$ cat src/rtl/ccr_pkg.sv
package ccr_pkg;

  typedef enum logic [1:0] {
    RK_READ  = 2'd0,
    RK_PUTS  = 2'd1,
    RK_SPILL = 2'd2,
    RK_NOP   = 2'd3
  } reqKind_e;

  typedef enum logic [2:0] {
    CK_IDLE      = 3'd0,
    CK_FWD       = 3'd1,
    CK_MEMRD     = 3'd2,
    CK_SPILLFWD  = 3'd3,
    CK_SINGLET   = 3'd4,
    CK_UNSINGLET = 3'd5
  } cmdKind_e;

  // strobes from control to datapath
  typedef struct packed {
    logic latchReq;
    logic doExec;
    logic doFill;
    logic emitNote;
  } ctrlStrobe_t;

endpackage

$ cat src/rtl/ccr_table.sv
module ccr_table #(
  parameter int NUM_CORES = 4,
  parameter int ENTRIES   = 16,
  parameter int ADDR_W    = 16,
  localparam int IDX_W    = $clog2(ENTRIES)
) (
  input  logic                 clk,
  input  logic                 rstN,
  input  logic [ADDR_W-1:0]    lkAddr,
  input  logic                 wrEn,
  input  logic [IDX_W-1:0]     wrIdx,
  input  logic [ADDR_W-1:0]    wrAddr,
  input  logic [NUM_CORES-1:0] wrShr,
  output logic                 hit,
  output logic [IDX_W-1:0]     hitIdx,
  output logic [NUM_CORES-1:0] hitShr,
  output logic                 freeOk,
  output logic [IDX_W-1:0]     freeIdx
);

  logic [ENTRIES-1:0]   entValid;
  logic [ADDR_W-1:0]    entTag [ENTRIES];
  logic [NUM_CORES-1:0] entShr [ENTRIES];
  logic [ENTRIES-1:0]   matchVec;

  // one comparator per entry
  for (genvar e = 0; e < ENTRIES; e++) begin : g_match
    assign matchVec[e] = entValid[e] && (entTag[e] == lkAddr);
  end

  always_ff @(posedge clk) begin
    if (!rstN) begin
      entValid <= '0;
      for (int e = 0; e < ENTRIES; e++) begin
        entTag[e] <= '0;
        entShr[e] <= '0;
      end
    end else if (wrEn) begin
      entValid[wrIdx] <= |wrShr;   // empty holder set releases the entry
      entTag[wrIdx]   <= wrAddr;
      entShr[wrIdx]   <= wrShr;
    end
  end

  always_comb begin
    hit     = 1'b0;
    hitIdx  = '0;
    hitShr  = '0;
    freeOk  = 1'b0;
    freeIdx = '0;
    for (int e = 0; e < ENTRIES; e++) begin
      if (!hit && matchVec[e]) begin
        hit    = 1'b1;
        hitIdx = IDX_W'(e);
        hitShr = entShr[e];
      end
      if (!freeOk && !entValid[e]) begin
        freeOk  = 1'b1;
        freeIdx = IDX_W'(e);
      end
    end
  end

endmodule

$ cat src/rtl/ccr_datapath.sv
module ccr_datapath
  import ccr_pkg::*;
#(
  parameter int NUM_CORES = 4,
  parameter int ENTRIES   = 16,
  parameter int ADDR_W    = 16,
  localparam int CORE_W   = $clog2(NUM_CORES),
  localparam int IDX_W    = $clog2(ENTRIES)
) (
  input  logic              clk,
  input  logic              rstN,
  input  ctrlStrobe_t       stb,
  input  logic [1:0]        reqKind,
  input  logic [CORE_W-1:0] reqCore,
  input  logic [CORE_W-1:0] reqDest,
  input  logic [ADDR_W-1:0] reqAddr,
  output logic              needMem,
  output logic              execNote,
  output logic              fillNote,
  output logic              cmdValid,
  output logic [2:0]        cmdKind,
  output logic [CORE_W-1:0] cmdCore,
  output logic [CORE_W-1:0] cmdSrc,
  output logic [ADDR_W-1:0] cmdAddr
);

  function automatic logic [CORE_W-1:0] lowestOf(input logic [NUM_CORES-1:0] v);
    logic [CORE_W-1:0] idx;
    idx = '0;
    for (int i = NUM_CORES - 1; i >= 0; i--) begin
      if (v[i]) idx = CORE_W'(i);
    end
    return idx;
  endfunction

  function automatic cmdKind_e noteKindOf(input logic [NUM_CORES-1:0] oldV,
                                          input logic [NUM_CORES-1:0] newV);
    cmdKind_e k;
    k = CK_IDLE;
    if ($countones(oldV) == 1 && $countones(newV) > 1) k = CK_UNSINGLET;
    else if ($countones(newV) == 1 && oldV != newV)    k = CK_SINGLET;
    return k;
  endfunction

  // latched request
  reqKind_e          rKind;
  logic [CORE_W-1:0] rCore, rDest;
  logic [ADDR_W-1:0] rAddr;

  // table interface
  logic                 hit, freeOk, wrEn;
  logic [IDX_W-1:0]     hitIdx, freeIdx, wrIdx;
  logic [NUM_CORES-1:0] hitShr, wrShr;

  // pending fill slot
  logic                 slotOk;
  logic [IDX_W-1:0]     slotIdx;
  logic [NUM_CORES-1:0] slotOld;

  // pending notice
  cmdKind_e          noteKind;
  logic [CORE_W-1:0] noteCore;

  // exec-cycle decisions
  logic [NUM_CORES-1:0] reqBit, destBit, others, exShr;
  logic                 exWr, memNeeded;
  cmdKind_e             primKind, exNoteKind, fillNoteKind;
  logic [CORE_W-1:0]    primCore, exNoteCore, fillNoteCore;

  cmdKind_e cmdKindR;

  ccr_table #(
    .NUM_CORES(NUM_CORES), .ENTRIES(ENTRIES), .ADDR_W(ADDR_W)
  ) u_table (
    .clk(clk), .rstN(rstN), .lkAddr(rAddr),
    .wrEn(wrEn), .wrIdx(wrIdx), .wrAddr(rAddr), .wrShr(wrShr),
    .hit(hit), .hitIdx(hitIdx), .hitShr(hitShr),
    .freeOk(freeOk), .freeIdx(freeIdx)
  );

  always_ff @(posedge clk) begin
    if (!rstN) begin
      rKind <= RK_NOP;
      rCore <= '0;
      rDest <= '0;
      rAddr <= '0;
    end else if (stb.latchReq) begin
      rKind <= reqKind_e'(reqKind);
      rCore <= reqCore;
      rDest <= reqDest;
      rAddr <= reqAddr;
    end
  end

  always_comb begin
    reqBit  = '0;
    destBit = '0;
    reqBit[rCore]  = 1'b1;
    destBit[rDest] = 1'b1;
    others = hitShr & ~reqBit;
  end

  always_comb begin
    primKind  = CK_IDLE;
    primCore  = rCore;
    exWr      = 1'b0;
    exShr     = hitShr;
    memNeeded = 1'b0;
    case (rKind)
      RK_READ: begin
        if (hit && (|others)) begin
          primKind = CK_FWD;
          primCore = lowestOf(others);
          exWr     = 1'b1;
          exShr    = hitShr | reqBit;
        end else begin
          primKind  = CK_MEMRD;
          memNeeded = 1'b1;
        end
      end
      RK_PUTS: begin
        if (hit) begin
          exWr  = 1'b1;
          exShr = hitShr & ~reqBit;
        end
      end
      RK_SPILL: begin
        primKind = CK_SPILLFWD;
        primCore = rDest;
        if (hit) begin
          exWr  = 1'b1;
          exShr = (hitShr & ~reqBit) | destBit;
        end
      end
      default: ;
    endcase
  end

  always_comb begin
    exNoteKind   = exWr ? noteKindOf(hitShr, exShr) : CK_IDLE;
    exNoteCore   = (exNoteKind == CK_UNSINGLET) ? lowestOf(hitShr) : lowestOf(exShr);
    fillNoteKind = slotOk ? noteKindOf(slotOld, reqBit) : CK_IDLE;
    fillNoteCore = rCore;
  end

  assign needMem  = memNeeded;
  assign execNote = (exNoteKind != CK_IDLE);
  assign fillNote = (fillNoteKind != CK_IDLE);

  assign wrEn  = (stb.doExec && exWr) || (stb.doFill && slotOk);
  assign wrIdx = stb.doFill ? slotIdx : hitIdx;
  assign wrShr = stb.doFill ? reqBit : exShr;

  always_ff @(posedge clk) begin
    if (!rstN) begin
      slotOk   <= 1'b0;
      slotIdx  <= '0;
      slotOld  <= '0;
      noteKind <= CK_IDLE;
      noteCore <= '0;
    end else begin
      if (stb.doExec) begin
        slotOk   <= hit || freeOk;
        slotIdx  <= hit ? hitIdx : freeIdx;
        slotOld  <= hitShr;
        noteKind <= exNoteKind;
        noteCore <= exNoteCore;
      end
      if (stb.doFill) begin
        noteKind <= fillNoteKind;
        noteCore <= fillNoteCore;
      end
    end
  end

  always_ff @(posedge clk) begin
    if (!rstN) begin
      cmdValid <= 1'b0;
      cmdKindR <= CK_IDLE;
      cmdCore  <= '0;
      cmdSrc   <= '0;
      cmdAddr  <= '0;
    end else begin
      cmdValid <= 1'b0;
      if (stb.doExec && primKind != CK_IDLE) begin
        cmdValid <= 1'b1;
        cmdKindR <= primKind;
        cmdCore  <= primCore;
        cmdSrc   <= rCore;
        cmdAddr  <= rAddr;
      end else if (stb.emitNote) begin
        cmdValid <= 1'b1;
        cmdKindR <= noteKind;
        cmdCore  <= noteCore;
        cmdSrc   <= rCore;
        cmdAddr  <= rAddr;
      end
    end
  end

  assign cmdKind = cmdKindR;

endmodule

$ cat src/rtl/ccr_ctrl.sv
module ccr_ctrl
  import ccr_pkg::*;
(
  input  logic        clk,
  input  logic        rstN,
  input  logic        reqValid,
  input  logic        fillValid,
  input  logic        needMem,
  input  logic        execNote,
  input  logic        fillNote,
  output logic        reqReady,
  output ctrlStrobe_t stb
);

  typedef enum logic [1:0] {
    ST_IDLE = 2'd0,
    ST_EXEC = 2'd1,
    ST_WAIT = 2'd2,
    ST_NOTE = 2'd3
  } state_e;

  state_e state, stateNext;

  always_ff @(posedge clk) begin
    if (!rstN) state <= ST_IDLE;
    else       state <= stateNext;
  end

  always_comb begin
    stb       = '0;
    stateNext = state;
    case (state)
      ST_IDLE: begin
        if (reqValid) begin
          stb.latchReq = 1'b1;
          stateNext    = ST_EXEC;
        end
      end
      ST_EXEC: begin
        stb.doExec = 1'b1;
        if (needMem)       stateNext = ST_WAIT;
        else if (execNote) stateNext = ST_NOTE;
        else               stateNext = ST_IDLE;
      end
      ST_WAIT: begin
        if (fillValid) begin
          stb.doFill = 1'b1;
          stateNext  = fillNote ? ST_NOTE : ST_IDLE;
        end
      end
      ST_NOTE: begin
        stb.emitNote = 1'b1;
        stateNext    = ST_IDLE;
      end
      default: stateNext = ST_IDLE;
    endcase
  end

  assign reqReady = (state == ST_IDLE);

endmodule

$ cat src/rtl/clean_owner_router.sv
module clean_owner_router
  import ccr_pkg::*;
#(
  parameter int NUM_CORES = 4,
  parameter int ENTRIES   = 16,
  parameter int ADDR_W    = 16,
  localparam int CORE_W   = $clog2(NUM_CORES)
) (
  input  logic              clk,
  input  logic              rstN,
  input  logic              reqValid,
  output logic              reqReady,
  input  logic [1:0]        reqKind,
  input  logic [CORE_W-1:0] reqCore,
  input  logic [CORE_W-1:0] reqDest,
  input  logic [ADDR_W-1:0] reqAddr,
  input  logic              fillValid,
  output logic              cmdValid,
  output logic [2:0]        cmdKind,
  output logic [CORE_W-1:0] cmdCore,
  output logic [CORE_W-1:0] cmdSrc,
  output logic [ADDR_W-1:0] cmdAddr
);

  ctrlStrobe_t stb;
  logic        needMem, execNote, fillNote;

  ccr_ctrl u_ctrl (
    .clk(clk), .rstN(rstN), .reqValid(reqValid), .fillValid(fillValid),
    .needMem(needMem), .execNote(execNote), .fillNote(fillNote),
    .reqReady(reqReady), .stb(stb)
  );

  ccr_datapath #(
    .NUM_CORES(NUM_CORES), .ENTRIES(ENTRIES), .ADDR_W(ADDR_W)
  ) u_dp (
    .clk(clk), .rstN(rstN), .stb(stb),
    .reqKind(reqKind), .reqCore(reqCore), .reqDest(reqDest), .reqAddr(reqAddr),
    .needMem(needMem), .execNote(execNote), .fillNote(fillNote),
    .cmdValid(cmdValid), .cmdKind(cmdKind), .cmdCore(cmdCore),
    .cmdSrc(cmdSrc), .cmdAddr(cmdAddr)
  );

endmodule

$ cat config.mk
export PLATFORM = sky130hd
export DESIGN_NAME = clean_owner_router
export DESIGN_NICKNAME = d
export VERILOG_FILES = /design/src/rtl/ccr_pkg.sv /design/src/rtl/ccr_table.sv /design/src/rtl/ccr_datapath.sv /design/src/rtl/ccr_ctrl.sv /design/src/rtl/clean_owner_router.sv
export SDC_FILE = /design/constraint.sdc
export NUM_CORES = 1
export LEC_CHECK = 0
export BUFFER_PORTS_ARGS = -buffer_cell sky130_fd_sc_hd__buf_2
export CAP_MARGIN = 40
export CORE_MARGIN = 8
export CORE_UTILIZATION = 50
export CTS_BUF_LIST = sky130_fd_sc_hd__clkbuf_4 sky130_fd_sc_hd__clkbuf_8
export CTS_CLUSTER_DIAMETER = 200
export CTS_CLUSTER_SIZE = 8
export DETAILED_ROUTE_END_ITERATION = 8
export PLACE_DENSITY = 0.66
export SLEW_MARGIN = 20
export SYNTH_ARGS = -nofsm -noshare
export SYNTH_HDL_FRONTEND = slang
export SYNTH_SLANG_ARGS = --single-unit
$ cat constraint.sdc
create_clock -name clk -period 6.6 [get_ports clk]
set_input_delay 1.32 -clock clk [delete_from_list [all_inputs] [get_ports clk]]
set_output_delay 1.32 -clock clk [all_outputs]
set_load 0.005 [all_outputs]
# Yosys cells after proc, flatten, opt, wreduce, memory -nomap -nowiden
# Memories as Yosys holds them, arrays and structs flattened.
# Index checks and enable logic that the tools add are counted.
# word_totals
rom_bits,0
wordCells,344
reg_bits,78
mem_bits_rw,320
memories,2
out_inout_bits,25
latch_bits,0
# classes
muxes,156
reduce_logical,116
order_cmp,8
n_shift,0
addsub,12
multipliers,0
div_mod_pow,0
eq_ne,30
n_bitwise,4
# mem_list
name,depth,width,rd,rd_ports_with_merged_regs,wr,line_no,rtl
u_dp.u_table.entTag,16,16,16,0,16,ccr_table.sv:22,logic [ADDR_W-1:0] entTag [ENTRIES];
u_dp.u_table.entShr,16,4,16,0,16,ccr_table.sv:23,logic [NUM_CORES-1:0] entShr [ENTRIES];
# ops
cell,n
equality test 16 bit,16
two-way mux 4 bit,53
adder 32 bit,4
equality test 32 x 2 -> 1 bit (second input constant),4
> comparator 32 x 2 -> 1 bit (second input constant),2
logical AND 1 bit,57
two-way mux 1 bit,55
two-way mux 2 bit,26
two-way mux 16 bit,3
logical NOT 1 bit,44
two-way mux 3 bit,10
adder 1 x 1 -> 2 bit,8
bitwise mux 16 bit,1
OR reduction 16 bit,1
one-hot mux 4 bit (3 select lines),1
OR reduction 4 bit,3
nonzero test 3 bit,3
inequality test 4 bit,2
bitwise OR 4 bit,2
one-hot mux 2 bit (4 select lines),1
equality test 2 bit (second input constant),3
< comparator 2 x 3 -> 1 bit (second input constant),2
one-hot mux 3 bit (2 select lines),1
< comparator 4 x 5 -> 1 bit (second input constant),1
16 further kinds,23

# Logic depth before layout (Yosys ltp)
# Gate-level depths: netlist (run 1).
# An unclocked memory read counts as a cell.
# logic_depth
word_depth,65
depth_mapped,26

# Modules after synthesis
# Synthesis (run 1) repeated with hierarchy kept, for this count alone.
# unflattened
cells_unflattened,1796
hier_area_um2,20450.9
# by_module_without_submodules
mod,cells_each,n_inst,area_per_inst_um2,seq_area_each_um2
ccr_table,1377,1,16906.2,9929.5
ccr_datapath,401,1,3412.0,1181.1
ccr_ctrl,18,1,132.6,40.0

# Least setup slack after synthesis (run 1)
# OpenSTA, ideal clock, no wires.
# synth_path
kind,flip-flop to flip-flop
start,register u_dp.rAddr[3]
end,memory u_dp.u_table.entShr[3][0] (enable)
path_buffers,4
slack_ps,892
period_less_slack_ps,5708
setup_ps,425
t_arrival_ps,5283
path_stages_with_launch,19
required_time_ps,6175
cell_sequence,dfxtp_1 > buf_2 > buf_6 > xnor2_1 > nand4_1 > or4_4 > or2_1 > buf_6 > a311o_1 > a21oi_1 > o22ai_1 > a221oi_4 > mux2i_1 > a31oi_1 > o21ai_1 > o21ai_1 > clkbuf_1 > nand3_1 > o21ai_0
# synth_lines
item,line_no,rtl
"start, declared",ccr_datapath.sv:48,logic [ADDR_W-1:0] rAddr;
"start signal, assigned",ccr_datapath.sv:91,rAddr <= reqAddr;
"end, declared",ccr_table.sv:23,

# Final worst setup path (run 1)
# layout_path
start,register u_dp.rAddr[6]
end,register u_dp.noteKind[0]
# layout_via
elab_chain_len,61
word_cells_on_any_way,119
classes_between,add/sub: 6; order compare: 1; eq/ne: 17; mux: 43; bitwise: 3; reduce/logical: 49
# layout_rtl
item,line_no,rtl
equality test 16 bit,ccr_table.sv:28,assign matchVec[e] = entValid[e] && (entTag[e] == lkAddr);
logical AND 1 bit,ccr_table.sv:28,
two-way mux 1 bit,ccr_table.sv:52,if (!hit && matchVec[e]) begin
logical NOT 1 bit,ccr_table.sv:52,
logical AND 1 bit,ccr_table.sv:52,
two-way mux 1 bit,ccr_table.sv:52,
logical NOT 1 bit,ccr_table.sv:52,
logical AND 1 bit,ccr_table.sv:52,
[... 45 more ...],n/a,
adder 1 x 1 -> 2 bit (implied by the code),ccr_datapath.sv:40,if ($countones(oldV) == 1 && $countones(newV) > 1) k = CK_UNSINGLET;
adder 32 bit (implied by the code),ccr_datapath.sv:40,
> comparator 32 x 2 -> 1 bit,ccr_datapath.sv:40,
logical AND 1 bit,ccr_datapath.sv:40,
two-way mux 3 bit,ccr_datapath.sv:40,
two-way mux 3 bit (*),ccr_datapath.sv:140,"exNoteKind = exWr ? noteKindOf(hitShr, exShr) : CK_IDLE;"
two-way mux 3 bit (*),ccr_datapath.sv:162,if (stb.doExec) begin
two-way mux 3 bit (*),ccr_datapath.sv:169,if (stb.doFill) begin
"end signal, assigned",ccr_datapath.sv:166,noteKind <= exNoteKind;
"end signal, assigned",ccr_datapath.sv:170,noteKind <= fillNoteKind;
"end, declared",ccr_datapath.sv:61,cmdKind_e noteKind;
# Mark *: on every way between the ends. The rest lies on a longest branch, timed or not. The select of a mux whose other input is x is not followed.
# A chain may end at the register's enable or synchronous reset.

==> flow_metrics.tcl, run 1 <==
set metrics [dict create \
    p_per_area_nw_per_um2 215.1 \
    die_area_um2 51630 \
    post-route-min-period_ns 6.148 \
    fillers 4011 \
    cts_hold_buf 0 \
    finalCritPeriodShare 0.9315 \
    drc 0 \
    outcome "finished clean" \
    critPathSlowestCell "dfxtp_1" \
    max-slew-margin-rel 0.4085 \
    viasPerCell 6.201 \
    drv_cap 0 \
    utilization 0.5599 \
    regArea_um2 11150 \
    multiInputGateArea_um2 10160 \
    cts_tree "built" \
    clock_sinks 397 \
    start_kind "flip-flop" \
    syn_inst 2251 \
    async_flop_share 0 \
    critPathRequiredTime_ns 7.16 \
    grtUsageMet1 0.4051 \
    cp-end-kind "flip-flop" \
    gr-total-overflow 0 \
    drt_first_pass_iters 5 \
    diodes 0 \
    syn_nets 2301 \
    start_util 0.5056 \
    reg2reg_slack_ns 0.45 \
    worst_hold_path_type "flip-flop to flip-flop" \
    ys_seq_elements 397 \
    fp.dieW_um 227.2 \
    fin_nets 2369 \
    grt_pass1_wl_mm 111.2 \
    place.gp.congestion 0.9920 \
    fmaxAchievable_mhz 162.7 \
    die_y_um 227.2 \
    use_met3 0.04238 \
    cts_root_buf "clkbuf_8" \
    ir_worst_vdd_mv 0.1850 \
    wirelength_mm 74.48 \
    finalMaxSlewViolations 0 \
    coreArea_um2 44120 \
    dp.final_hpwl_mm 54.38 \
    tightest_slew_ns 0.8863 \
    setup_tns_ns 0 \
    rsz0062_at_grt "false" \
    grt_max_degree 42 \
    htree_num_levels 2 \
    synth-main-ff-cell "edfxtp_1" \
    syn_area_per_cell_um2 9.911 \
    yosys_warnings 0 \
    max-clock-path-buffers 3 \
    max_stage_delay_ns 0.53 \
    buffer_ports.inserted 50 \
    cp_cell_sequence "buf_4 -> xnor2_1 -> or4b_1 -> nor4b_4 -> nand2_1 -> mux2_1 -> a222oi_1 -> a2bb2oi_1 -> o221a_2 -> o21ai_0 -> a21oi_1 -> inv_1 -> ha_1 -> ha_1 -> inv_1 -> fa_1 -> a211oi_1 -> nand3b_1 -> nor2_1 -> buf_4 -> nand2_1 -> a211oi_1" \
    wl_per_cell_um 25.29 \
    setup_viol 0 \
    syn_area_um2 22310 \
    final_layout_size_suffix_gt1_frac 0.1428 \
    fin_skew_ns 0.03626 \
    syn_to_final_growth_pct 10.73 \
    synth_seq_area_share 0.4998 \
    clock_latency_ns 0.67 \
    grt_pass1_vias 17510 \
    arrival_ns 6.71 \
    path_class "flip-flop to flip-flop" \
    crit_fanout 16 \
    grtUsageTotal 0.2860 \
    ant_nets 0 \
    final_hold_viol_count 0 \
    antenna_found_initial 1 \
    top_usage_layer "met2" \
    path_clk_slew_ns 0.07 \
    drtIter0Drc 2028 \
    ys_types 96 \
    p_leak_nw 8.744 \
    row_count 77 \
    ioPinCount 51 \
    use_met2 0.4473 \
    numCtsBuffers 55 \
    via_count 18260 \
    synth_edf_count 320 \
]
-- sequential cells by signal, summed over array words and instances (netlist names) --
signal / flops
u_dp.rDest: 2
u_dp.noteKind: 2
u_dp.cmdValid: 1
u_dp.cmdKind: 3
u_dp.u_table.entTag: 256
u_dp.slotOk: 1
u_dp.rAddr: 16
u_dp.slotIdx: 4
u_dp.u_table.entValid: 16
u_dp.noteCore: 2
u_dp.u_table.entShr: 64
u_dp.cmdAddr: 16
u_dp.slotOld: 4
u_dp.cmdSrc: 2
u_ctrl.state: 2
u_dp.rKind: 2
u_dp.fillNoteCore: 2
u_dp.cmdCore: 2
-- synthesized netlist by cell type, types with 23 or more instances --
| cell | n | share of area |
|---|---|---|
| clkbuf_1 | 90 | 0.015 |
| edfxtp_1 | 320 | 0.43 |
| inv_1 | 57 | 0.0096 |
| nor3_1 | 40 | 0.0090 |
| nand4_1 | 67 | 0.019 |
| nor2_1 | 349 | 0.059 |
| nor4_1 | 30 | 0.0084 |
| nand3_1 | 60 | 0.013 |
| nand2_1 | 200 | 0.034 |
| a21oi_1 | 94 | 0.021 |
| dfxtp_1 | 77 | 0.069 |
| o21ai_0 | 51 | 0.011 |
| xor2_1 | 85 | 0.033 |
| buf_2 | 36 | 0.0081 |
| and3_1 | 25 | 0.0070 |
| or4_1 | 23 | 0.0077 |
| xnor2_1 | 172 | 0.068 |
| buf_6 | 24 | 0.012 |
| and2_1 | 74 | 0.021 |
-- final cells by class --
cell class | instances | share of cell area
inverter | 58 | 0.008813
clock inverter | 3 | 0.0008610
tap | 592 | 0.02998
sequential | 397 | 0.4514
clock buffer | 88 | 0.04092
timing repair buffer | 176 | 0.05662
multi-input combinational | 1631 | 0.4114
-- final timing paths --
kind	start	endpoint	cells past startpoint
setup reg to reg	u_dp.rAddr[6]	u_dp.noteKind[0]	22
setup / recovery	u_dp.rAddr[6]	u_dp.noteKind[0]	22
hold reg to reg	u_dp.cmdAddr[7]	u_dp.cmdAddr[7]	2
hold / removal	u_dp.cmdAddr[7]	u_dp.cmdAddr[7]	2
-- worst max-delay path, delay by kind of cell, from the launching register on --
family,cells,cell delay (ns)
adder cells (fa/ha/maj),3,0.90
AO/OA/AOI/OAI,7,1.92
multiplexers,1,0.37
AND/OR/NAND/NOR,6,1.51
buffers and inverters,4,0.65
flip-flops,1,0.53
XOR/XNOR,1,0.20
-- cell usage in the layout, fill, tap and decap left out, types with 10 or more instances in the layout --
| master | netlist | routed |
|---|---|---|
| nand3_1 | 60 | 60 |
| and3_1 | 25 | 25 |
| xor2_1 | 85 | 85 |
| edfxtp_1 | 320 | 320 |
| and2_1 | 74 | 74 |
| clkbuf_8 | 0 | 56 |
| o21ai_0 | 51 | 36 |
| or4_1 | 23 | 23 |
| mux2i_1 | 16 | 16 |
| a21oi_1 | 94 | 92 |
| inv_1 | 57 | 56 |
| a31oi_1 | 18 | 18 |
| xnor2_1 | 172 | 172 |
| nand2_1 | 200 | 200 |
| a211oi_1 | 21 | 21 |
| nor2b_1 | 18 | 18 |
| nand4_1 | 67 | 67 |
| nor3_1 | 40 | 40 |
| nor3b_1 | 11 | 11 |
| o21ai_1 | 5 | 10 |
| ha_1 | 20 | 20 |
| clkbuf_4 | 0 | 32 |
| nor2_2 | 18 | 18 |
| nor2_1 | 349 | 349 |
| dfxtp_1 | 77 | 76 |
| buf_2 | 36 | 52 |
| or3_1 | 11 | 11 |
| buf_12 | 0 | 11 |
| buf_4 | 13 | 102 |
| and4_1 | 14 | 14 |
| nor4_1 | 30 | 27 |
| a22oi_1 | 11 | 11 |
-- layer usage --
metal,wire (µm),vias to the layer above
li1,-,8159
met2,33850,885
met1,32160,9047
met4,2441,2
met3,6022,169
met5,13,-
-- report_power, final --
group          leakage (nW)  internal (W)  switching, W
clock network         0.558      0.000958      0.000953
registers              3.89       0.00278     0.0000615
logic                  4.30      0.000188      0.000372
-- metrics by stage --
stage,total power (W),hold WS (ns),cells,worst slack (ns),area [µm²]
final,0.005313,0.4526,2945,0.4521,24700
after global routing,0.005469,0.4711,2945,0.09339,24700
after CTS,0.005320,0.4531,2944,0.4314,24680
after detailed placement,0.003443,0.4446,2853,0.4444,23650
after global placement,0.003424,0.4410,2839,0.3555,23470
after floorplan,0.003242,0.4420,2251,0.8918,22310
-- kinds of logic (layout without fill, tap and decap cells) --
kind of cell / after synthesis / in the layout / synth area share
and+or+nand+nor: 995 / 995 / 0.2205
DFF: 397 / 397 / 0.4998
AOI/OAI and AO/OA: 332 / 332 / 0.1029
xor gates and xnor gates: 259 / 259 / 0.1024
buffers and inverters: 223 / 325 / 0.04986
adders and majority gates: 24 / 24 / 0.01481
muxes: 21 / 21 / 0.009702
-- repair_timing --
action                                  4_1_cts  5_1_grt
buffers inserted                              0        0
gates resized for setup                       0        2
endpoints found under the setup margin        0        2
Note: power is estimated with default switching activity, not from simulation.
==> inputs of run 2 (changes only) <==
--- a/config.mk
+++ b/config.mk
@@ -13,6 +13,7 @@
 export CTS_CLUSTER_DIAMETER = 200
 export CTS_CLUSTER_SIZE = 8
 export DETAILED_ROUTE_END_ITERATION = 8
+export GPL_TIMING_DRIVEN = 0
 export PLACE_DENSITY = 0.66
 export SLEW_MARGIN = 20
 export SYNTH_ARGS = -nofsm -noshare
==> run 2 against run 1 <==
Routed wire length is 15% higher; maximum frequency down 6.0%; die area unchanged; highest routed layer is now met4; sequential power is essentially flat; via count grew 5.2%; largest power group unchanged; first-iteration DRC count up 18%.
==> flow_metrics.tcl, run 2 (same netlist as run 1, synthesis figures left out) <==
set metrics [dict create \
    wl_per_cell_um 28.33 \
    fmaxAchievable_mhz 152.9 \
    holdPathStages 2 \
    post-route-cell-area_um2 25510 \
    post-place-ws_ns -0.7555 \
    critPathRequiredTime_ns 7.12 \
    dpl.cell_count 2920 \
    layout_common_cells "nor2_1, edfxtp_1, nand2_1" \
    grt_max_degree 21 \
    drv_cap 0 \
    path_clk_slew_ns 0.07 \
    largest-register "u_dp.u_table.entTag" \
    fin_skew_ns 0.04428 \
    worst_hold_path_type "flip-flop to flip-flop" \
    top_usage_layer "met2" \
    numCtsBuffers 55 \
    tightest_slew_ns 0.9087 \
    final_layout_size_suffix_gt1_frac 0.1572 \
    reg2reg_slack_ns 0.06 \
    layout.cells.non_filler 3035 \
    fin_nets 2459 \
    place_area_um2 23810 \
    max-slew-margin-rel 0.3942 \
    drc 0 \
    cts_tree "built" \
    drtIter0Drc 2394 \
    via_count 19220 \
    max-clock-path-buffers 3 \
    place.gp.congestion 0.9831 \
    viasPerCell 6.332 \
    largest_reg_flops 256 \
    p_leak_nw 9.022 \
    r2r_cells 23 \
    post-route-min-period_ns 6.541 \
    grtUsageMet1 0.4379 \
    final_common_cell "nor2_1" \
    fillers 3939 \
    clock_sinks 397 \
    wirelength_mm 85.99 \
    grtUsageTotal 0.3270 \
    coreArea_um2 44120 \
    start_kind "flip-flop" \
    multiInputGateArea_um2 10620 \
    arrival_ns 7.06 \
    largestRegisters "u_dp.u_table.entTag (256), u_dp.u_table.entShr (64)" \
    row_count 77 \
    final_hold_viol_count 0 \
    outcome "finished clean" \
    regArea_um2 11150 \
    drt_first_pass_iters 6 \
    die_y_um 227.2 \
    finalCritPeriodShare 0.9911 \
    ioPinCount 51 \
    cts_hold_buf 0 \
    grt_pass1_vias 18130 \
    p_per_area_nw_per_um2 212.4 \
    ant_nets 0 \
    dp.final_hpwl_mm 63.35 \
    grt_pass1_wl_mm 122.3 \
    die_area_um2 51630 \
    finalMaxSlewViolations 0 \
    cts_root_buf "clkbuf_8" \
    buffer_ports.inserted 50 \
    holdWs_ns 0.4551 \
    use_met2 0.5027 \
    start_util 0.5056 \
    syn_to_final_growth_pct 14.37 \
    setup_viol 0 \
    crit_fanout 10 \
    antenna_found_initial 2 \
    clock_latency_ns 0.69 \
    path_class "flip-flop to flip-flop" \
    utilization 0.5782 \
    ir_worst_vdd_mv 0.1775 \
    worst_slack_ns 0.05856 \
    cp-end-kind "flip-flop" \
    gr-total-overflow 0 \
    fp.dieW_um 227.2 \
    use_met3 0.07574 \
    htree_num_levels 2 \
]
[run 2: changes by cell type in the layout (fill, tap and decap cells not counted), moves of 10 or more]
cell / delta
buf_12: -10
buf_2: +32
buf_4: -72
buf_6: +43
clkbuf_1: +82
o21ai_4: +12
[run 2: final timing paths]
check	start	end
worst max-delay path	u_dp.rAddr[13]	u_dp.noteCore[1]
worst max register to register	u_dp.rAddr[13]	u_dp.noteCore[1]
worst min-delay path	u_dp.cmdAddr[10]	u_dp.cmdAddr[10]
worst min register to register	u_dp.cmdAddr[10]	u_dp.cmdAddr[10]
[run 2: worst max-delay path, stage by stage (launching register included)]
cell and delay (ns):
dfxtp_1 0.57, buf_6 0.30, xor2_1 0.11, nor4_2 0.69, nand4_1 0.50, nor2_1 0.41
o311ai_0 0.28, a21boi_0 0.20, o21ai_0 0.09, a221o_1 0.36, buf_2 0.21, nor3_2 0.23
o22ai_1 0.12, a21oi_2 0.25, inv_1 0.07, ha_1 0.30, ha_1 0.18, inv_1 0.06
fa_1 0.43, a211oi_1 0.24, nand3b_1 0.25, nor2_4 0.21, mux2i_1 0.22, a21oi_1 0.08
[run 2: what timing repair did]
item	4_1_cts	5_1_grt
setup buffers	9	9
pin swaps	12	9
gates cloned	3	0
gates resized for setup	49	41
endpoints found under the setup margin	394	288
[run 2: cell type report]
class,instances,share of cell area
repair buffers,103,0.03276
multi-input cells,1634,0.4160
clock inverters,4,0.001471
plain buffers,160,0.03619
well taps,592,0.02903
clock buffers,86,0.03879
inverters,58,0.008533
diodes,1,0.00009808
flip-flops and latches,397,0.4371
[run 2: metal layers]
metal / routed length (µm) / part of all wire / vias up
met1: 33940 / 0.39 / 9383
li1: - / - / 8367
met3: 9767 / 0.11 / 261
met5: 0 / 0 / -
met2: 37800 / 0.44 / 1207
met4: 4474 / 0.052 / 0
[run 2: power by group]
part	internal [W]	switching [W]	total [W]	leakage (nW)
Sequential	0.00278	0.0000479	0.00283	3.89
Combinational	0.000212	0.000445	0.000657	4.58
Clock	0.000944	0.000989	0.00193	0.554
Total	0.00394	0.00148	0.00542	9.02
[run 2: per-stage QoR]
step	total power [W]	TNS, ns
detailed placement	0.003490	-154.85
CTS	0.005382	0
global placement	0.003457	-706.45
finish	0.005419	0
global route	0.005549	-0.06609
floorplan	0.003242	0
==> inputs of run 3 (changes only) <==
--- a/config.mk
+++ b/config.mk
@@ -14,7 +14,7 @@
 export CTS_CLUSTER_SIZE = 8
 export DETAILED_ROUTE_END_ITERATION = 8
 export GPL_TIMING_DRIVEN = 0
-export PLACE_DENSITY = 0.66
+export PLACE_DENSITY = 0.64
 export SLEW_MARGIN = 20
 export SYNTH_ARGS = -nofsm -noshare
 export SYNTH_HDL_FRONTEND = slang
==> run 3 against run 2 <==
Critical path depth grew 2; via count grew 0.89%; final area shrank 0.26%; sequential share of layout area grew 0.11 points; clock skew shrank 0.0055 ns; register-to-register slack gained 0.07 ns; largest power group unchanged; die area is the same; routed wire length shrank 1.4%; cell count is essentially flat; sequential cell count is the same; clock-buffer cell count grew 1.
==> flow_metrics.tcl, run 3 (same netlist as run 1, synthesis figures left out) <==
set metrics [dict create \
    start_kind "flip-flop" \
    viasPerCell 6.391 \
    arrival_ns 6.96 \
    grt_max_degree 21 \
    grt_pass1_wl_mm 121.7 \
    htree_num_levels 2 \
    post-place-ws_ns -0.5270 \
    fp.dieW_um 227.2 \
    final_layout_size_suffix_gt1_frac 0.1549 \
    critPathSlowestCell "or4_1" \
    layout.cells.non_filler 3034 \
    buffer_ports.inserted 50 \
    p_leak_nw 8.996 \
    ant_nets 0 \
    fin_skew_ns 0.03874 \
    cp_common_cell "buf_6" \
    utilization 0.5768 \
    grtUsageTotal 0.3225 \
    coreArea_um2 44120 \
    gr-total-overflow 0 \
    fin_nets 2459 \
    cts_tree "built" \
    worst_slack_ns 0.1321 \
    place_area_um2 23840 \
    cp-end-kind "flip-flop" \
    max_stage_delay_ns 0.62 \
    clock_latency_ns 0.67 \
    final_hold_viol_count 0 \
    numCtsBuffers 55 \
    final_common_cell "nor2_1" \
    wl_per_cell_um 27.95 \
    path_clk_slew_ns 0.07 \
    fillers 3996 \
    drc 0 \
    largestRegisters "u_dp.u_table.entTag (256), u_dp.u_table.entShr (64)" \
    largest_reg_flops 256 \
    critPathRequiredTime_ns 7.09 \
    drtIter0Drc 2740 \
    p_per_area_nw_per_um2 213.1 \
    drt_first_pass_iters 8 \
    cts_root_buf "clkbuf_8" \
    max-slew-margin-rel 0.3718 \
    max-clock-path-buffers 3 \
    row_count 77 \
    post-route-cell-area_um2 25450 \
    antenna_found_initial 0 \
    dp.final_hpwl_mm 62.02 \
    largest-register "u_dp.u_table.entTag" \
    finalMaxSlewViolations 0 \
    cts_hold_buf 0 \
    ir_worst_vdd_mv 0.1862 \
    ioPinCount 51 \
    worst_hold_path_type "flip-flop to flip-flop" \
    die_area_um2 51630 \
    start_util 0.5056 \
    syn_to_final_growth_pct 14.08 \
    setup_viol 0 \
    layout_common_cells "nor2_1, edfxtp_1, nand2_1" \
    place.gp.congestion 1.020 \
    wirelength_mm 84.81 \
    via_count 19390 \
    drv_cap 0 \
    dpl.cell_count 2923 \
    post-route-min-period_ns 6.468 \
    path_class "flip-flop to flip-flop" \
    fmaxAchievable_mhz 154.6 \
    crit_fanout 10 \
    grt_pass1_vias 18380 \
    die_y_um 227.2 \
    tightest_slew_ns 0.9351 \
    finalCritPeriodShare 0.9800 \
    outcome "finished clean" \
    clock_sinks 397 \
]
[run 3: changes by cell type in the layout (fill, tap and decap cells not counted), moves of 3 or more]
cell      previous run  this run
clkbuf_2             8         4
buf_6               47        40
clkbuf_4            31        36
o21ai_4             13         8
buf_4               30        27
o21ai_2              6        10
buf_8                5        13
[run 3: worst max-delay path, delay by kind of cell (launching register included)]
family                   cells  cell delay [ns]
AO/OA/AOI/OAI                5             1.19
XOR/XNOR                     1             0.09
adder cells (fa/ha/maj)      3             0.93
buffers and inverters        6             1.18
flip-flops                   1             0.32
multiplexers                 1             0.24
AND/OR/NAND/NOR              9             2.31
[run 3: per-layer routing]
layer	vias up	share of wire	track usage
met3	257	0.11	0.07343
met1	9463	0.40	0.4347
li1	8367	-	-
met5	-	0	0
met4	0	0.056	0.1571
met2	1303	0.43	0.4878
[run 3: through the flow]
stage / TNS (ns) / hold slack, ns / total power [W]
6_report: 0 / 0.4511 / 0.005423
5_1_grt: -0.1533 / 0.4724 / 0.005543
4_1_cts: -0.1014 / 0.4525 / 0.005385
3_5_place_dp: -79.47 / 0.4442 / 0.003490
3_3_place_gp: -627.87 / 0.4411 / 0.003454
2_1_floorplan: 0 / 0.4420 / 0.003242
[run 3: report_power, final]
part	switching (W)	leakage [nW]	internal (W)	total (W)
registers	0.0000474	3.89	0.00278	0.00283
clock network	0.000983	0.558	0.000958	0.00194
logic	0.000442	4.55	0.000213	0.000655
[run 3: final cells by class]
class                      count  area (µm²)  share of cell area
timing repair buffer         103       849.6             0.03338
multi-input combinational   1633       10520              0.4132
inverter                      58       217.7            0.008555
antenna                        1       2.502          0.00009833
clock buffer                  87        1010             0.03968
clock inverter                 2       16.27           0.0006391
buffer                       161       945.9             0.03717
tap                          592       740.7             0.02911
sequential                   397       11150              0.4382
[run 3: path summary, 6_finish.rpt]
kind	from	slack, ns	endpoint	cells after the start
hold / removal	u_dp.cmdKind[1]	0.45	u_dp.cmdKind[1]	2
setup reg to reg	u_dp.rAddr[9]	0.13	u_dp.noteCore[1]	25
setup / recovery	u_dp.rAddr[9]	0.13	u_dp.noteCore[1]	25
hold reg to reg	u_dp.cmdKind[1]	0.45	u_dp.cmdKind[1]	2
[run 3: timing repair]
item,4_1_cts,5_1_grt
endpoints found under the setup margin,302,294
cloned,1,1
gates resized for setup,29,56
setup buffers,4,14
pin swaps,5,14
